[src/rtl/pcm_tx_pkg.sv]
// Shared types for the serial PCM output formatter.
// Assumes the format byte carries its control bits in positions 2..0.
package pcm_tx_pkg;

    typedef struct packed {
        logic dly;      // one-slot data delay after word-select edge
        logic ws_inv;   // invert word select
        logic bck_inv;  // invert bit clock
    } fmt_t;

    // Pull the meaningful bits out of the format byte; upper bits are dropped.
    function automatic fmt_t decode_fmt(input logic [7:0] b);
        fmt_t f;
        f.dly     = b[2];
        f.ws_inv  = b[1];
        f.bck_inv = b[0];
        return f;
    endfunction

endpackage

[src/rtl/pcm_tx_timing.sv]
// Master-clock divider: counts master cycles within a bit slot and slots
// within a frame, flags the last cycle of a frame, and raises a one-cycle
// request in the first cycle of each new frame.
// Assumes DIV >= 2 and SLOTS >= 2; counter widths are supplied by the parent.
module pcm_tx_timing #(
    parameter int DIV   = 12,
    parameter int SLOTS = 32,
    parameter int MW    = 4,
    parameter int SW    = 5
) (
    input  logic          clk,
    input  logic          rst_n,
    output logic [MW-1:0] mcnt,
    output logic [SW-1:0] slot,
    output logic          wrap,
    output logic          req
);

    logic last_m;

    // Last master cycle of a slot, and of the frame.
    always_comb begin
        last_m = (mcnt == MW'(DIV - 1));
        wrap   = last_m && (slot == SW'(SLOTS - 1));
    end

    // Advance the cycle and slot counters; register the frame-start pulse.
    always_ff @(posedge clk) begin
        if (!rst_n) begin
            mcnt <= '0;
            slot <= '0;
            req  <= 1'b0;
        end else begin
            req <= wrap;
            if (last_m) begin
                mcnt <= '0;
                slot <= (slot == SW'(SLOTS - 1)) ? '0 : slot + SW'(1);
            end else begin
                mcnt <= mcnt + MW'(1);
            end
        end
    end

endmodule

[src/rtl/pcm_tx_ctrl.sv]
// Converter control lines: mute state (set after reset, on-command wins)
// and a registered de-emphasis enable.
// Assumes the mute commands are single-cycle strobes.
module pcm_tx_ctrl (
    input  logic clk,
    input  logic rst_n,
    input  logic cmd_mute_on,
    input  logic cmd_mute_off,
    input  logic deemph_en,
    output logic muted,
    output logic deemph_q
);

    // Track mute state from the command strobes.
    always_ff @(posedge clk) begin
        if (!rst_n)            muted <= 1'b1;
        else if (cmd_mute_on)  muted <= 1'b1;
        else if (cmd_mute_off) muted <= 1'b0;
    end

    // Register the de-emphasis request for the output pin.
    always_ff @(posedge clk) begin
        if (!rst_n) deemph_q <= 1'b0;
        else        deemph_q <= deemph_en;
    end

endmodule

[src/rtl/pcm_tx_frame.sv]
// Frame latch: at each frame boundary, captures the format, the sample pair
// (or reuses the held pair), applies mute, and keeps the LSB of the outgoing
// frame for the delayed-data format.
// Assumes wrap is high for exactly the last cycle of a frame.
module pcm_tx_frame
    import pcm_tx_pkg::*;
#(
    parameter int SAMPLE_W = 16
) (
    input  logic                  clk,
    input  logic                  rst_n,
    input  logic                  wrap,
    input  logic [7:0]            cfg_fmt,
    input  logic [SAMPLE_W-1:0]   smp_left,
    input  logic [SAMPLE_W-1:0]   smp_right,
    input  logic                  smp_valid,
    input  logic                  muted,
    output logic [2*SAMPLE_W-1:0] word_q,
    output logic                  prev_lsb,
    output fmt_t                  fmt_q
);

    logic [2*SAMPLE_W-1:0] held_q;
    logic [2*SAMPLE_W-1:0] pick;

    // Choose the fresh pair when offered, else the held one.
    always_comb begin
        pick = smp_valid ? {smp_left, smp_right} : held_q;
    end

    // Load frame state at the boundary only.
    always_ff @(posedge clk) begin
        if (!rst_n) begin
            held_q   <= '0;
            word_q   <= '0;
            prev_lsb <= 1'b0;
            fmt_q    <= '0;
        end else if (wrap) begin
            fmt_q    <= decode_fmt(cfg_fmt);
            prev_lsb <= word_q[0];
            held_q   <= pick;
            word_q   <= muted ? '0 : pick;
        end
    end

endmodule

[src/rtl/pcm_serial_tx.sv]
// Stereo serial PCM output formatter: drives bit clock, word select and data
// from one master clock at a fixed 384:32:1 ratio (MCLK_DIV x 2*SAMPLE_W).
// Assumes 2*SAMPLE_W is a power of two and MCLK_DIV is even.
module pcm_serial_tx
    import pcm_tx_pkg::*;
#(
    parameter int SAMPLE_W = 16,
    parameter int MCLK_DIV = 12
) (
    input  logic                clk,
    input  logic                rst_n,
    input  logic [7:0]          cfg_fmt,
    input  logic [SAMPLE_W-1:0] smp_left,
    input  logic [SAMPLE_W-1:0] smp_right,
    input  logic                smp_valid,
    input  logic                cmd_mute_on,
    input  logic                cmd_mute_off,
    input  logic                deemph_en,
    output logic                mclk_o,
    output logic                bclk_o,
    output logic                ws_o,
    output logic                sdata_o,
    output logic                smp_req,
    output logic                mute_n,
    output logic                deemph_o
);

    localparam int SLOTS = 2 * SAMPLE_W;
    localparam int MW    = $clog2(MCLK_DIV);
    localparam int SW    = $clog2(SLOTS);
    localparam int HALF  = MCLK_DIV / 2;

    logic [MW-1:0]    mcnt;
    logic [SW-1:0]    slot;
    logic [SW-1:0]    idx;
    logic             wrap;
    logic             muted;
    logic             deemph_q;
    logic             prev_lsb;
    logic             bit_start;
    logic [SLOTS-1:0] tx_word;
    fmt_t             fmt_q;

    pcm_tx_timing #(.DIV(MCLK_DIV), .SLOTS(SLOTS), .MW(MW), .SW(SW)) u_timing (
        .clk(clk), .rst_n(rst_n), .mcnt(mcnt), .slot(slot),
        .wrap(wrap), .req(smp_req)
    );

    pcm_tx_ctrl u_ctrl (
        .clk(clk), .rst_n(rst_n), .cmd_mute_on(cmd_mute_on),
        .cmd_mute_off(cmd_mute_off), .deemph_en(deemph_en),
        .muted(muted), .deemph_q(deemph_q)
    );

    pcm_tx_frame #(.SAMPLE_W(SAMPLE_W)) u_frame (
        .clk(clk), .rst_n(rst_n), .wrap(wrap), .cfg_fmt(cfg_fmt),
        .smp_left(smp_left), .smp_right(smp_right), .smp_valid(smp_valid),
        .muted(muted), .word_q(tx_word), .prev_lsb(prev_lsb), .fmt_q(fmt_q)
    );

    // Clock and control pin decode from the frame counters.
    always_comb begin
        mclk_o    = clk;
        bit_start = (mcnt == '0);
        bclk_o    = (mcnt >= MW'(HALF)) ^ fmt_q.bck_inv;
        ws_o      = (slot >= SW'(SAMPLE_W)) ^ fmt_q.ws_inv;
        mute_n    = ~muted;
        deemph_o  = deemph_q;
    end

    // Serial bit select, optionally one slot late.
    always_comb begin
        if (fmt_q.dly) begin
            idx     = SW'(SLOTS - 1) - slot + SW'(1);
            sdata_o = (slot == '0) ? prev_lsb : tx_word[idx];
        end else begin
            idx     = SW'(SLOTS - 1) - slot;
            sdata_o = tx_word[idx];
        end
    end

endmodule

[config.mk]
export PLATFORM = sky130hd
export DESIGN_NAME = pcm_serial_tx
export DESIGN_NICKNAME = d
export VERILOG_FILES = /design/src/rtl/pcm_tx_pkg.sv /design/src/rtl/pcm_tx_timing.sv /design/src/rtl/pcm_tx_ctrl.sv /design/src/rtl/pcm_tx_frame.sv /design/src/rtl/pcm_serial_tx.sv
export SDC_FILE = /design/constraint.sdc
export NUM_CORES = 1
export LEC_CHECK = 0
export ABC_AREA = 1
export ABC_CLOCK_PERIOD_IN_PS = 2200
export BUFFER_PORTS_ARGS = -buffer_cell sky130_fd_sc_hd__buf_4
export CAP_MARGIN = 10
export CORE_ASPECT_RATIO = 0.75
export CORE_MARGIN = 4
export CORE_UTILIZATION = 40
export CTS_CLUSTER_DIAMETER = 120
export DETAILED_ROUTE_END_ITERATION = 16
export GPL_ROUTABILITY_DRIVEN = 0
export HOLD_SLACK_MARGIN = 0.15
export SETUP_SLACK_MARGIN = 0.3
export SLEW_MARGIN = 25
export SYNTH_ARGS = -nofsm -noshare
export SYNTH_HDL_FRONTEND = slang
export SYNTH_HIERARCHICAL = 1
export SYNTH_SLANG_ARGS = --single-unit
export TNS_END_PERCENT = 5
[constraint.sdc]
create_clock -name clk -period 2.2 [get_ports clk]
set_clock_uncertainty 0.05 [all_clocks]
set_input_delay 0.22 -clock clk [delete_from_list [all_inputs] [get_ports clk]]
set_output_delay 0.22 -clock clk [all_outputs]
set_load 0.02 [all_outputs]
==> summary.md <==
| Metric | Value |
|---|---|
| Total gr overflow | 0 |
| Multi-input logic area | 2690 sq um |
| Fillcell total | 998 |
| Syn Area/Cell | 6.95 sq um |
| Initial DRC count | 209 |
| Total Routing Usage GR | 0.180 |
| Distinct cells, synth | 30 |
| Sw power | 0.740 mW |
| Final Cycle Share | 1.03 |
| Maximum clock rate | 0.443 GHz |
| Die Height | 99.7 um |
| WP data required | 1.93 ns |
| Hold Path Sink | u_frame/held_q[21]$_SDFFE_PN0P_ |
| Failing checks | negative setup slack |
| Setup TNS after final layout | -0.0550 ns |
| Area delta synth->final | 36.1% |
| I/O Pins | 53 |
| Residual DRC | 0 |
| RSZ-0062 raised after global routing | yes |
| Synth Instances | 645 |
| Placed Instances | 799 |
| Core Area | 10900 sq um |
| Reg2Reg Depth | 11 |
| Number of global-route vias before repair | 4323 |
| CTS clk-pin slew, worst paths | 0.06 ns |
| NumNets Final | 772 |
| Max_slew headroom | 0.725 |
| DR WL/cell | 12.6 um |
| First-pass GRT wire length | 19.0 mm |
| Hold depth | 5 |
| Synth warn | 6 |
| Post-route core utilization | 0.558 |
| Ratio of cells with drive above 1 in the final layout | 0.313 |
| Vias per inst | 4.98 |
| Hold_sp | smp_valid |
| Syn_nets | 696 |
| Largest net degree at the start of global routing | 69 |
| Internal | 2.84 mW |
| Final antenna diode count | 0 |
| DR pass1 iterations | 4 |
| Crit path time final | 2.26 ns |
| DP HPWL | 6.65 mm |
| Max-cap violations | 0 |
| CTS tree | built |
| Final Max Tran Viols | 0 |
| Most frequent cells in the layout | nand2_1, dfxtp_1, a21oi_1 |
| Synthesized area | 4480 sq um |
| Final setup margin | -0.0550 ns |
| Flop pwr share | 0.407 |
| Setup CP Type | reg2out |
| Detailed-route via count | 4311 |
| PortBufs | 47 |
| Final setup fails | 1 |
| Static leakage | 2.31 nW |
| Tot Pwr | 3.58 mW |
| Most common cell after layout, fill and taps aside | nand2_1 |
| Clk Latency, worst-skew pair | 0.45 ns |
| Reg2reg start | u_timing/slot[1]$_SDFFE_PN0N_ |
| Initial antenna violation count | 0 |
| Combinational fraction of design power | 0.070 |
| Clock Power Share | 0.523 |
| Cell row count | 33 |
| CP Max Fanout | 7 |
| Outcome | finished, violations left |
| Die area | 13000 sq um |
| Worst hold path class | in2reg |
| Die Wd | 130 um |
| Finished Layout Cells | 866 |
| Tightest Pin Transition | 0.412 ns |
| Final wirelength | 10.9 mm |
| Sw Share | 0.207 |
| CP Launch Type | flip-flop |
| Data arrival time of the worst path | 1.99 ns |
| Max VDD drop | 0.434 mV |
| Worst R2R End | u_frame/word_q[18]$_SDFFE_PN0P_ |
| Post-synthesis register bit count | 80 |
| Initial core utilization | 0.410 |
| R2R Setup Slk | 0.05 ns |
| Final hold vios | 0 |
| Critical Path End Type | primary output |
| Pwr/cell area | 587 nW/um^2 |
| ANT nets after route | 0 |
| Seq/Total Area, Yosys | 0.357 |
| Register area | 1610 sq um |
-- worst max-delay path by stage --
stage / from / end / slack (ns) / cells past startpoint
floorplan: u_timing/slot[0]$_SDFFE_PN0N_ / sdata_o / 0.32 / 14
global placement: u_timing/slot[1]$_SDFFE_PN0N_ / sdata_o / 0.19 / 11
detailed placement: u_timing/slot[1]$_SDFFE_PN0N_ / sdata_o / 0.17 / 11
CTS: u_timing/slot[0]$_SDFFE_PN0N_ / sdata_o / -0.07 / 13
global route: u_timing/slot[1]$_SDFFE_PN0N_ / sdata_o / -0.20 / 12
finish: u_timing/slot[0]$_SDFFE_PN0N_ / sdata_o / -0.06 / 13
-- kinds of logic after synthesis --
family	Yosys count	synth area share
flops	80	0.357
simple gates	351	0.352
compound gates	110	0.129
buf+inv	93	0.136
fa+ha+maj	5	0.0140
xor+xnor	6	0.0117
-- cells in the mapped netlist (all sizes together) --
library cell | instances | share of area
or2 | 1 | 0.0014
nor3 | 1 | 0.0011
clkbuf | 7 | 0.013
buf | 36 | 0.079
nand3 | 72 | 0.083
nand2 | 245 | 0.24
inv | 50 | 0.045
nor3b | 1 | 0.0017
nor2 | 30 | 0.025
dfxtp | 80 | 0.36
xnor2 | 2 | 0.0039
nand4 | 1 | 0.0014
xor2 | 4 | 0.0078
o211ai | 3 | 0.0050
o21ai | 25 | 0.029
a21oi | 82 | 0.095
ha | 5 | 0.014
-- worst max-delay path, cell delays in order (launching register included) --
cell and delay, ns:
dfxtp_4 0.37, inv_4 0.04, ha_4 0.27, buf_12 0.14, nor2_2 0.10, nand2_1 0.06
nand3_2 0.06, nand3_2 0.07, nand2_1 0.06, nand2_1 0.04, nand3_1 0.07, nand2_1 0.06
nand2_2 0.07, buf_6 0.11
-- area by class of cell --
class / count / share of cell area
well taps: 140 / 0.0287
clock buffers: 18 / 0.0601
inverters: 50 / 0.0379
flip-flops and latches: 80 / 0.264
multi-input cells: 472 / 0.441
repair buffers: 104 / 0.163
clock inverters: 2 / 0.00574
-- power by group through the flow --
| stage | registers (mW) | logic (mW) | clock network [mW] |
|---|---|---|---|
| after floorplan | 1.49 | 0.128 | 0.0531 |
| after global placement | 1.49 | 0.189 | 0.0531 |
| after detailed placement | 1.49 | 0.192 | 0.0531 |
| after CTS | 1.46 | 0.250 | 1.93 |
| after global routing | 1.46 | 0.279 | 1.99 |
| final | 1.46 | 0.251 | 1.87 |
-- metrics by stage --
step	setup slack [ns]	area [sq um]	hold WS, ns
2_1_floorplan	0.318	4500	0.260
3_3_place_gp	0.187	4720	0.283
3_5_place_dp	0.169	4720	0.283
4_1_cts	-0.0676	5710	0.273
5_1_grt	-0.200	6100	0.302
6_report	-0.0550	6100	0.270
-- sequential cells by signal (all words and copies together), names as in the netlist --
| signal | count |
|---|---|
| u_ctrl/deemph_q | 1 |
| u_ctrl/muted | 1 |
| u_frame/fmt_q | 3 |
| u_frame/held_q | 32 |
| u_frame/prev_lsb | 1 |
| u_frame/word_q | 32 |
| u_timing/mcnt | 4 |
| u_timing/req | 1 |
| u_timing/slot | 5 |
-- per-layer routing --
layer	track usage	share of wire	vias up
li1	-	-	2220
met1	0.226	0.46	1970
met2	0.290	0.47	97
met3	0.0456	0.046	24
met4	0.0807	0.031	0
met5	0	0	-
-- repair_timing --
item	4_1_cts	5_1_grt
setup endpoints to repair	67	62
gates cloned	2	0
hold buffers	41	0
pin swaps	6	50
setup buffers	5	0
gates resized for setup	21	104
endpoints found under the hold margin	80	0
Note: power is estimated with default switching activity, not from simulation.
